File: src/rtl/fspi_pkg.sv
`timescale 1ns/1ps
package fspi_pkg;

    typedef enum logic [2:0] {
        ST_IDLE  = 3'd0,
        ST_START = 3'd1,
        ST_DIR   = 3'd2,
        ST_ADDR  = 3'd3,
        ST_DATA  = 3'd4,
        ST_STAT  = 3'd5,
        ST_HOLD  = 3'd6
    } fr_state_t;

    localparam logic DIR_RD   = 1'b1;
    localparam logic REG_DATA = 1'b0;
    localparam logic REG_STAT = 1'b1;
    localparam logic START_MARK = 1'b1;

endpackage

File: src/rtl/fspi_sync.sv
`timescale 1ns/1ps
module fspi_sync #(
    parameter int W      = 3,
    parameter int STAGES = 2
) (
    input  logic         clk,
    input  logic         rst_n,
    input  logic [W-1:0] d_i,
    output logic [W-1:0] q_o
);

    logic [STAGES-1:0][W-1:0] pipe;

    generate
        if (STAGES == 1) begin : g_one
            always_ff @(posedge clk or negedge rst_n) begin
                if (!rst_n) pipe <= '0;
                else        pipe <= d_i;
            end
        end else begin : g_many
            always_ff @(posedge clk or negedge rst_n) begin
                if (!rst_n) pipe <= '0;
                else        pipe <= {pipe[STAGES-2:0], d_i};
            end
        end
    endgenerate

    assign q_o = pipe[STAGES-1];

endmodule

File: src/rtl/fspi_rdbuf.sv
`timescale 1ns/1ps
module fspi_rdbuf #(
    parameter int DW = 8
) (
    input  logic          clk,
    input  logic          rst_n,
    input  logic          load_i,
    input  logic [DW-1:0] data_i,
    input  logic          snap_i,
    input  logic          consume_i,
    output logic [DW-1:0] byte_o,
    output logic          fresh_o
);

    // set when a new byte arrived after the frame took its snapshot
    logic reloaded;

    always_ff @(posedge clk or negedge rst_n) begin
        if (!rst_n) begin
            byte_o   <= '0;
            fresh_o  <= 1'b0;
            reloaded <= 1'b0;
        end else begin
            if (load_i) begin
                byte_o  <= data_i;
                fresh_o <= 1'b1;
            end else if (consume_i && !reloaded) begin
                fresh_o <= 1'b0;
            end
            if (snap_i)      reloaded <= load_i;
            else if (load_i) reloaded <= 1'b1;
        end
    end

endmodule

File: src/rtl/fspi_frame.sv
`timescale 1ns/1ps
module fspi_frame
    import fspi_pkg::*;
#(
    parameter int DW = 8
) (
    input  logic          clk,
    input  logic          rst_n,
    input  logic          sclk_s,
    input  logic          sel_s,
    input  logic          sdi_s,
    input  logic [DW-1:0] rbuf_byte_i,
    input  logic          rbuf_fresh_i,
    input  logic [DW-1:0] dev_stat_i,
    input  logic          wr_ready_i,
    output logic          snap_o,
    output logic          consume_o,
    output logic          wr_stb_o,
    output logic [DW-1:0] wr_data_o,
    output logic [DW-1:0] host_stat_o,
    output logic          sdo_o,
    output fr_state_t     state_o,
    output logic          rise_o
);

    localparam int CW = (DW > 1) ? $clog2(DW) : 1;

    fr_state_t     state, nxt;
    logic          sclk_d;
    logic          rise, fall, last_bit;
    logic [CW-1:0] bit_cnt;
    logic          dir_q, reg_q, fresh_q, stat_q;
    logic [DW-1:0] rx_sh, tx_sh;
    logic          stat_now;

    assign rise     = sclk_s & ~sclk_d;
    assign fall     = ~sclk_s & sclk_d;
    assign last_bit = (bit_cnt == CW'(DW-1));
    assign state_o  = state;
    assign rise_o   = rise;

    // status bit decided at the last data bit
    always_comb begin
        if (dir_q == DIR_RD) stat_now = (reg_q == REG_DATA) ? ~fresh_q : 1'b0;
        else                 stat_now = (reg_q == REG_DATA) ? ~wr_ready_i : 1'b0;
    end

    always_comb begin
        nxt = state;
        if (!sel_s) begin
            nxt = ST_IDLE;
        end else begin
            unique case (state)
                ST_IDLE:  nxt = ST_START;
                ST_START: if (rise) nxt = (sdi_s == START_MARK) ? ST_DIR : ST_HOLD;
                ST_DIR:   if (rise) nxt = ST_ADDR;
                ST_ADDR:  if (rise) nxt = ST_DATA;
                ST_DATA:  if (rise && last_bit) nxt = ST_STAT;
                ST_STAT:  if (rise) nxt = ST_HOLD;
                ST_HOLD:  nxt = ST_HOLD;
                default:  nxt = ST_IDLE;
            endcase
        end
    end

    always_ff @(posedge clk or negedge rst_n) begin
        if (!rst_n) begin
            state  <= ST_IDLE;
            sclk_d <= 1'b0;
        end else begin
            state  <= nxt;
            sclk_d <= sclk_s;
        end
    end

    always_ff @(posedge clk or negedge rst_n) begin
        if (!rst_n) begin
            snap_o      <= 1'b0;
            consume_o   <= 1'b0;
            wr_stb_o    <= 1'b0;
            wr_data_o   <= '0;
            host_stat_o <= '0;
            sdo_o       <= 1'b0;
            bit_cnt     <= '0;
            dir_q       <= 1'b0;
            reg_q       <= 1'b0;
            fresh_q     <= 1'b0;
            stat_q      <= 1'b0;
            rx_sh       <= '0;
            tx_sh       <= '0;
        end else begin
            snap_o    <= 1'b0;
            consume_o <= 1'b0;
            wr_stb_o  <= 1'b0;
            if (!sel_s) begin
                sdo_o <= 1'b0;
            end else begin
                unique case (state)
                    ST_DIR: begin
                        if (rise) dir_q <= sdi_s;
                    end
                    ST_ADDR: begin
                        if (rise) begin
                            reg_q   <= sdi_s;
                            bit_cnt <= '0;
                            snap_o  <= 1'b1;
                            fresh_q <= rbuf_fresh_i;
                            if (dir_q == DIR_RD)
                                tx_sh <= (sdi_s == REG_STAT) ? dev_stat_i : rbuf_byte_i;
                            else
                                tx_sh <= '0;
                        end
                    end
                    ST_DATA: begin
                        if (fall) begin
                            sdo_o <= tx_sh[DW-1];
                            tx_sh <= tx_sh << 1;
                        end
                        if (rise) begin
                            rx_sh   <= {rx_sh[DW-2:0], sdi_s};
                            bit_cnt <= bit_cnt + 1'b1;
                            if (last_bit) stat_q <= stat_now;
                        end
                    end
                    ST_STAT: begin
                        if (fall) sdo_o <= stat_q;
                        if (rise && !stat_q) begin
                            if (dir_q == DIR_RD) begin
                                if (reg_q == REG_DATA) consume_o <= 1'b1;
                            end else if (reg_q == REG_DATA) begin
                                wr_stb_o  <= 1'b1;
                                wr_data_o <= rx_sh;
                            end else begin
                                host_stat_o <= rx_sh;
                            end
                        end
                    end
                    ST_HOLD: begin
                        if (fall) sdo_o <= 1'b0;
                    end
                    default: ;
                endcase
            end
        end
    end

endmodule

File: src/rtl/fspi_slave.sv
`timescale 1ns/1ps
module fspi_slave
    import fspi_pkg::*;
#(
    parameter int DW          = 8,
    parameter int SYNC_STAGES = 2
) (
    input  logic          clk,
    input  logic          rst_n,
    input  logic          sclk_i,
    input  logic          sel_i,
    input  logic          sdi_i,
    output logic          sdo_o,
    input  logic          rd_load_i,
    input  logic [DW-1:0] rd_data_i,
    output logic          rd_fresh_o,
    input  logic          wr_ready_i,
    output logic          wr_stb_o,
    output logic [DW-1:0] wr_data_o,
    input  logic [DW-1:0] dev_stat_i,
    output logic [DW-1:0] host_stat_o
);

    localparam int NSYNC = 3;

    logic [NSYNC-1:0] sync_q;
    logic             sclk_s, sel_s, sdi_s;
    logic             snap, consume, sclk_rise;
    logic [DW-1:0]    rbuf_byte;
    fr_state_t        fr_state;

    fspi_sync #(.W(NSYNC), .STAGES(SYNC_STAGES)) u_sync (
        .clk  (clk),
        .rst_n(rst_n),
        .d_i  ({sclk_i, sel_i, sdi_i}),
        .q_o  (sync_q)
    );

    assign {sclk_s, sel_s, sdi_s} = sync_q;

    fspi_rdbuf #(.DW(DW)) u_rdbuf (
        .clk      (clk),
        .rst_n    (rst_n),
        .load_i   (rd_load_i),
        .data_i   (rd_data_i),
        .snap_i   (snap),
        .consume_i(consume),
        .byte_o   (rbuf_byte),
        .fresh_o  (rd_fresh_o)
    );

    fspi_frame #(.DW(DW)) u_frame (
        .clk         (clk),
        .rst_n       (rst_n),
        .sclk_s      (sclk_s),
        .sel_s       (sel_s),
        .sdi_s       (sdi_s),
        .rbuf_byte_i (rbuf_byte),
        .rbuf_fresh_i(rd_fresh_o),
        .dev_stat_i  (dev_stat_i),
        .wr_ready_i  (wr_ready_i),
        .snap_o      (snap),
        .consume_o   (consume),
        .wr_stb_o    (wr_stb_o),
        .wr_data_o   (wr_data_o),
        .host_stat_o (host_stat_o),
        .sdo_o       (sdo_o),
        .state_o     (fr_state),
        .rise_o      (sclk_rise)
    );

endmodule

File: config.mk
export PLATFORM = sky130hd
export DESIGN_NAME = fspi_slave
export DESIGN_NICKNAME = d
export VERILOG_FILES = /design/src/rtl/fspi_pkg.sv /design/src/rtl/fspi_sync.sv /design/src/rtl/fspi_rdbuf.sv /design/src/rtl/fspi_frame.sv /design/src/rtl/fspi_slave.sv
export SDC_FILE = /design/constraint.sdc
export NUM_CORES = 1
export LEC_CHECK = 0
export ABC_AREA = 1
export ABC_CLOCK_PERIOD_IN_PS = 1400
export BUFFER_PORTS_ARGS = -buffer_cell sky130_fd_sc_hd__buf_4
export CORE_ASPECT_RATIO = 0.8
export CORE_MARGIN = 2
export CORE_UTILIZATION = 29
export CTS_CLUSTER_SIZE = 12
export DETAILED_ROUTE_END_ITERATION = 6
export GPL_TIMING_DRIVEN = 1
export SYNTH_ARGS = -nofsm -noshare
export SYNTH_HDL_FRONTEND = slang
export SYNTH_SLANG_ARGS = --single-unit
File: constraint.sdc
create_clock -name clk -period 1.4 [get_ports clk]
set_input_delay 0.07 -clock clk [delete_from_list [all_inputs] [get_ports clk]]
set_output_delay 0.07 -clock clk [all_outputs]
set_load 0.05 [all_outputs]
## Word level (Yosys, flattened, before mapping)

Index checks and enable logic that the tools add are counted.

- Word-level logic and storage cells: 107
- Output and inout bits: 19
- Register bits after elaboration: 63

- Reductions and logical operators: 19
- Muxes and demuxes: 40
- Equal/unequal tests: 19
- Bitwise logic cells: 8
- Add/sub/neg operators: 1

Operators with widths:

| cell | count |
|---|---|
| two-way mux 8 bit | 4 |
| two-way mux 3 bit | 9 |
| != test 3 x 2 -> 1 bit, second input constant | 8 |
| two-way mux 1 bit | 23 |
| case mux 3 bit (7 select lines) | 1 |
| case mux 8 bit (2 select lines) | 1 |
| AND reduction 4 bit | 4 |
| AND reduction 5 bit | 3 |
| equality test 3 bit, second input constant | 4 |
| AND reduction 3 bit | 3 |
| equality test 3 x 2 -> 1 bit, second input constant | 2 |
| != test 2 x 1 -> 1 bit, second input constant | 3 |
| NOT 1 bit | 6 |
| case mux 3 bit (2 select lines) | 1 |
| nonzero test 2 bit | 3 |
| != test 4 x 1 -> 1 bit, second input constant | 1 |
| adder 3 x 1 -> 3 bit, second input constant | 1 |
| equality test 3 x 1 -> 1 bit, second input constant | 1 |
| logical AND 1 bit | 3 |
| zero test 3 bit | 1 |
| case mux 1 bit (3 select lines) | 1 |
| AND 1 bit | 2 |
| zero test 1 bit | 2 |

## Depth between registers and ports, before layout

- Depth after elaboration: 6
- Depth in mapped cells: 8
- Gate-level depth less buffers: 8

## Cells and area by module

A second synthesis with hierarchy kept.

- Cells, all modules: 341
- Area, all modules: 2,982.9 sq um

By module, submodules not included:

| module | seq. area each (sq um) | area each (sq um) | cells each | instances |
|---|---|---|---|---|
| fspi_frame | 1,176.1 | 2,434.8 | 291 | 1 |
| fspi_rdbuf | 250.2 | 375.4 | 41 | 1 |
| fspi_sync | 150.1 | 172.7 | 9 | 1 |

## Worst setup path after synthesis

OpenSTA, ideal clock, no wires.

- Kind: flip-flop to flip-flop
- Start point: register u_frame.sclk_d
- End point: register u_frame.wr_data_o[0]
- Slack: 0.046 ns
- Buffers on the path: 0
- Period minus slack after synthesis: 1.354 ns
- Data required time: 1.281 ns
- Setup time: 0.119 ns
- Data arrival time: 1.235 ns
- Cell stages (with the launch flop): 7
- Cells stage by stage: dfrtp_1 > inv_1 > nand2_1 > nor3_4 > nand3_2 > nand2_1 > nand2_1

- Cells in the longest elaborated chain, start to end: 4

Ends and longest elaborated chain:

| element | line | RTL |
|---|---|---|
| start: declaration | fspi_frame.sv:29 | `logic sclk_d;` |
| start signal: assignment | fspi_frame.sv:72 | `sclk_d <= sclk_s;` |
| NOT 1 bit | fspi_frame.sv:36 | `assign rise = sclk_s & ~sclk_d;` |
| AND 1 bit | fspi_frame.sv:36 |  |
| logical AND 1 bit | fspi_frame.sv:127 | `if (rise && !stat_q) begin` |
| AND reduction 5 bit (no line) | -- |  |
| end signal: assignment | fspi_frame.sv:132 | `wr_data_o <= rx_sh;` |
| end: declaration | fspi_frame.sv:19 | `output logic [DW-1:0] wr_data_o,` |

No other way between the ends.
A chain may end at the register's enable or synchronous reset.

## Worst setup path after layout

- Start point: register u_frame.state[1], in the netlist u_frame.state_o[1]
- End point: register u_frame.rx_sh[2]

- Cells in the longest elaborated chain, start to end: 2

Ends and longest elaborated chain:

| element | line | RTL |
|---|---|---|
| start: declaration | fspi_frame.sv:28 | `fr_state_t state, nxt;` |
| start signal: assignment | fspi_frame.sv:71 | `state <= nxt;` |
| equality test 3 bit | fspi_frame.sv:98 | `unique case (state)` |
| AND reduction 3 bit (no line) | -- |  |
| end signal: assignment | fspi_frame.sv:120 | `rx_sh <= {rx_sh[DW-2:0], sdi_s};` |
| end: declaration | fspi_frame.sv:33 | `logic [DW-1:0] rx_sh, tx_sh;` |

No other way between the ends.

==> summary.md <==
| Metric | Value |
|---|---|
| Maxcap violations | 0 |
| CTS tree | built |
| Most frequent cell after synthesis | nand2_1 |
| Fin crit period | 1.42 ns |
| Vias after detailed routing | 2384 |
| Clock Path Buffers | 2 |
| Routed Antenna Nets | 0 |
| Mapped Nets | 363 |
| Overall power | 6030 µW |
| Avg Inst Size Synth | 8.39 µm² |
| Synth-to-Final Area Change | 38.7% |
| PwrDens | 1530 nW/µm² |
| Crit-path max FO | 8 |
| Root Buffer | clkbuf_16 |
| Layout Utilization | 41.1% |
| Peak supply drop | 567 µV |
| GP Congestion | 0.882 |
| # port buffers | 41 |
| H-tree depth | 3 |
| Setup CP Type | reg -> reg |
| Share of layout cells above drive strength 1 | 26.9% |
| Initial DRC Count | 206 |
| Dpl hpwl | 4.54 mm |
| Post-Place Cells | 504 |
| # IOs | 42 |
| Post-Layout Cell Count | 536 |
| Nets | 437 |
| Final hold vios | 0 |
| Cells after synthesis | 338 |
| Site Rows | 32 |
| Die W | 115 µm |
| Lkg Pwr | 0.00202 µW |
| Total CTS buffers | 9 |
| Pins Over Slew Limit | 0 |
| Clock Latency Late Sink | 0.32 ns |
| Sink Count | 63 |
| Drt pass-1 iters | 4 |
| Top cells by area, synth | dfrtp_1, nand2_1, o21ai_0 |
| Critical Path Start Type | register |
| Die height | 92.5 µm |
| Setup Skew | 0.00700 ns |
| Part of the cycle the worst path needs | 101% |
| EDFF count, synth | 0 |
| Hold Path Class | in -> reg |
| Yosys reg bits | 63 |
| Grt total ovfl | 0 |
| Synthesized area | 2840 µm² |
| Worst setup EP type | register |
| Initial antenna violation count | 0 |
| Routed len/inst | 12.1 µm |
| Vias in the first global route | 2272 |
| Register area share after synthesis | 55.6% |
| Met2 Resource Use GR | 18.5% |
| Run status | finished with violations |
| # diodes | 0 |
| Met1 Use GR | 18.3% |
| Vias per cell | 4.45 |
| Max Fclk | 706 MHz |
| Failing checks | negative setup slack |
| Critical path required time | 1.64 ns |
| Synth cell count leaders | nand2_1, dfrtp_1, inv_1, o21ai_0, nor2_1 |
| Final worst slack | -0.0161 ns |
| Met3 GRT Util | 4.58% |
| First-pass GRT wire length | 10.7 mm |
| Drc violations | 0 |
| Initial Utilization | 29.6% |
| Post-Route WL | 6.50 mm |
| Post-synth top area cell | dfrtp_1 |
| Async S/R FF share, synth | 100% |
| Top_reg_cell synth | dfrtp_1 |
| GRT Resource Usage Total | 13.0% |
| Worst EP arrival | 1.66 ns |
| Core Area | 9570 µm² |
| Synth cell types | 22 |
| Die area | 10600 µm² |
| Yosys warnings | 0 |
| Max_slew headroom | 74.6% |
| Top Usage Layer GRT | met2 |
| RSZ-0062 raised after global routing | true |
| Place WS | -0.0791 ns |
| Final setup fails | 1 |
| Clock Pin Slew Worst Setup and Hold Paths | 0.05 ns |
| Slew @ Worst Pin | 0.381 ns |
| Pin count of the biggest net entering global routing | 39 |
| Top-area cell type share of the netlist area | 55.6% |
| TNS Setup | -0.0161 ns |
[state kept, by name (all words and copies together) (netlist names), 3 cells and up]
name / flops
u_sync.q_o: 3
u_sync.pipe: 3
u_rdbuf.byte_o: 8
u_frame.rx_sh: 8
u_frame.wr_data_o: 8
u_frame.state_o: 3
u_frame.tx_sh: 8
u_frame.host_stat_o: 8
u_frame.bit_cnt: 3
[area by class of cell]
cell class                 count  area (µm²)
inverter                      29         114
clock buffer                  10         229
sequential                    63        1580
clock inverter                 6        61.3
multi-input combinational    237        1200
timing repair buffer          72         607
fill                         923        5640
tap                          119         149
[logic make-up (layout without fill, tap and decap cells)]
logic type | Yosys count | count (layout) | share of synthesized area [%]
fa+ha+maj | 2 | 2 | 0.882
compound gates | 34 | 34 | 6.04
simple gates | 201 | 201 | 31.5
buf+inv | 38 | 117 | 6.04
flops | 63 | 63 | 55.6
[cells in the final DEF, fill, tap and decap left out, types with 2 or more instances in the layout]
master	synthesis	routed
nand2_1	139	129
dfrtp_1	63	62
buf_4	1	55
inv_1	27	26
o21ai_0	27	24
nand4_1	17	17
nor2_1	18	13
dlygate4sd3_1	0	12
nand3_1	13	11
nand2_2	2	10
clkbuf_16	0	9
nor2_2	2	5
nand3_4	0	4
nor2_4	2	4
a21oi_1	6	4
o21ai_1	0	3
clkinv_2	0	3
buf_6	3	3
inv_2	2	2
nor3_4	2	2
nand2_4	0	2
nand3_2	4	2
a21oi_2	0	2
buf_12	0	2
[critical path, cell delays in order (launching register included)]
cell     delay, ns
dfrtp_2       0.48
nor2_4        0.24
nand3_4       0.14
nor2_4        0.13
buf_6         0.16
nor2_2        0.05
a21oi_2       0.12
[per-stage QoR]
stage                     area, µm²  hold WS (ns)
final                          3930        0.0544
after floorplan                2840        -0.226
after detailed placement       3360        0.0152
after global routing           3930        0.0584
after CTS                      3790        0.0496
after global placement         3360       0.00959
[repair_timing]
item | in CTS | in global routing
pin swaps | 1 | 8
setup endpoints to repair | 20 | 39
gates resized for setup | 3 | 35
endpoints found under the hold margin | 36 | 0
hold buffers | 12 | 0
buffers inserted | 2 | 2
[path summary, 6_finish.rpt]
kind,from,end,slack [ns],cells past startpoint
setup / recovery,u_frame.state_o[1],u_frame.rx_sh[2],-0.02,6
hold reg to reg,u_sync.pipe[2],u_sync.q_o[2],0.35,0
max in group asynchronous,rst_n,u_frame.state_o[1],0.65,3
setup reg to reg,u_frame.state_o[1],u_frame.rx_sh[2],-0.02,6
hold / removal,wr_ready_i,u_frame.stat_q,0.05,4
min in group asynchronous,rst_n,u_sync.pipe[1],0.21,2
[where the power goes]
part           internal (µW)  leakage, µW  switching [µW]
registers               2140     0.000816             315
clock network           1370     0.000142             770
logic                    566      0.00106             873
total                   4070      0.00202            1960
[layer usage]
layer	routed length [µm]	up-vias	part of all wire [%]
li1	-	1238	-
met1	3180	1074	49
met2	2820	64	43
met3	419	8	6.4
met4	76	0	1.2
met5	0	-	0
(Power assumes the default switching activity.)
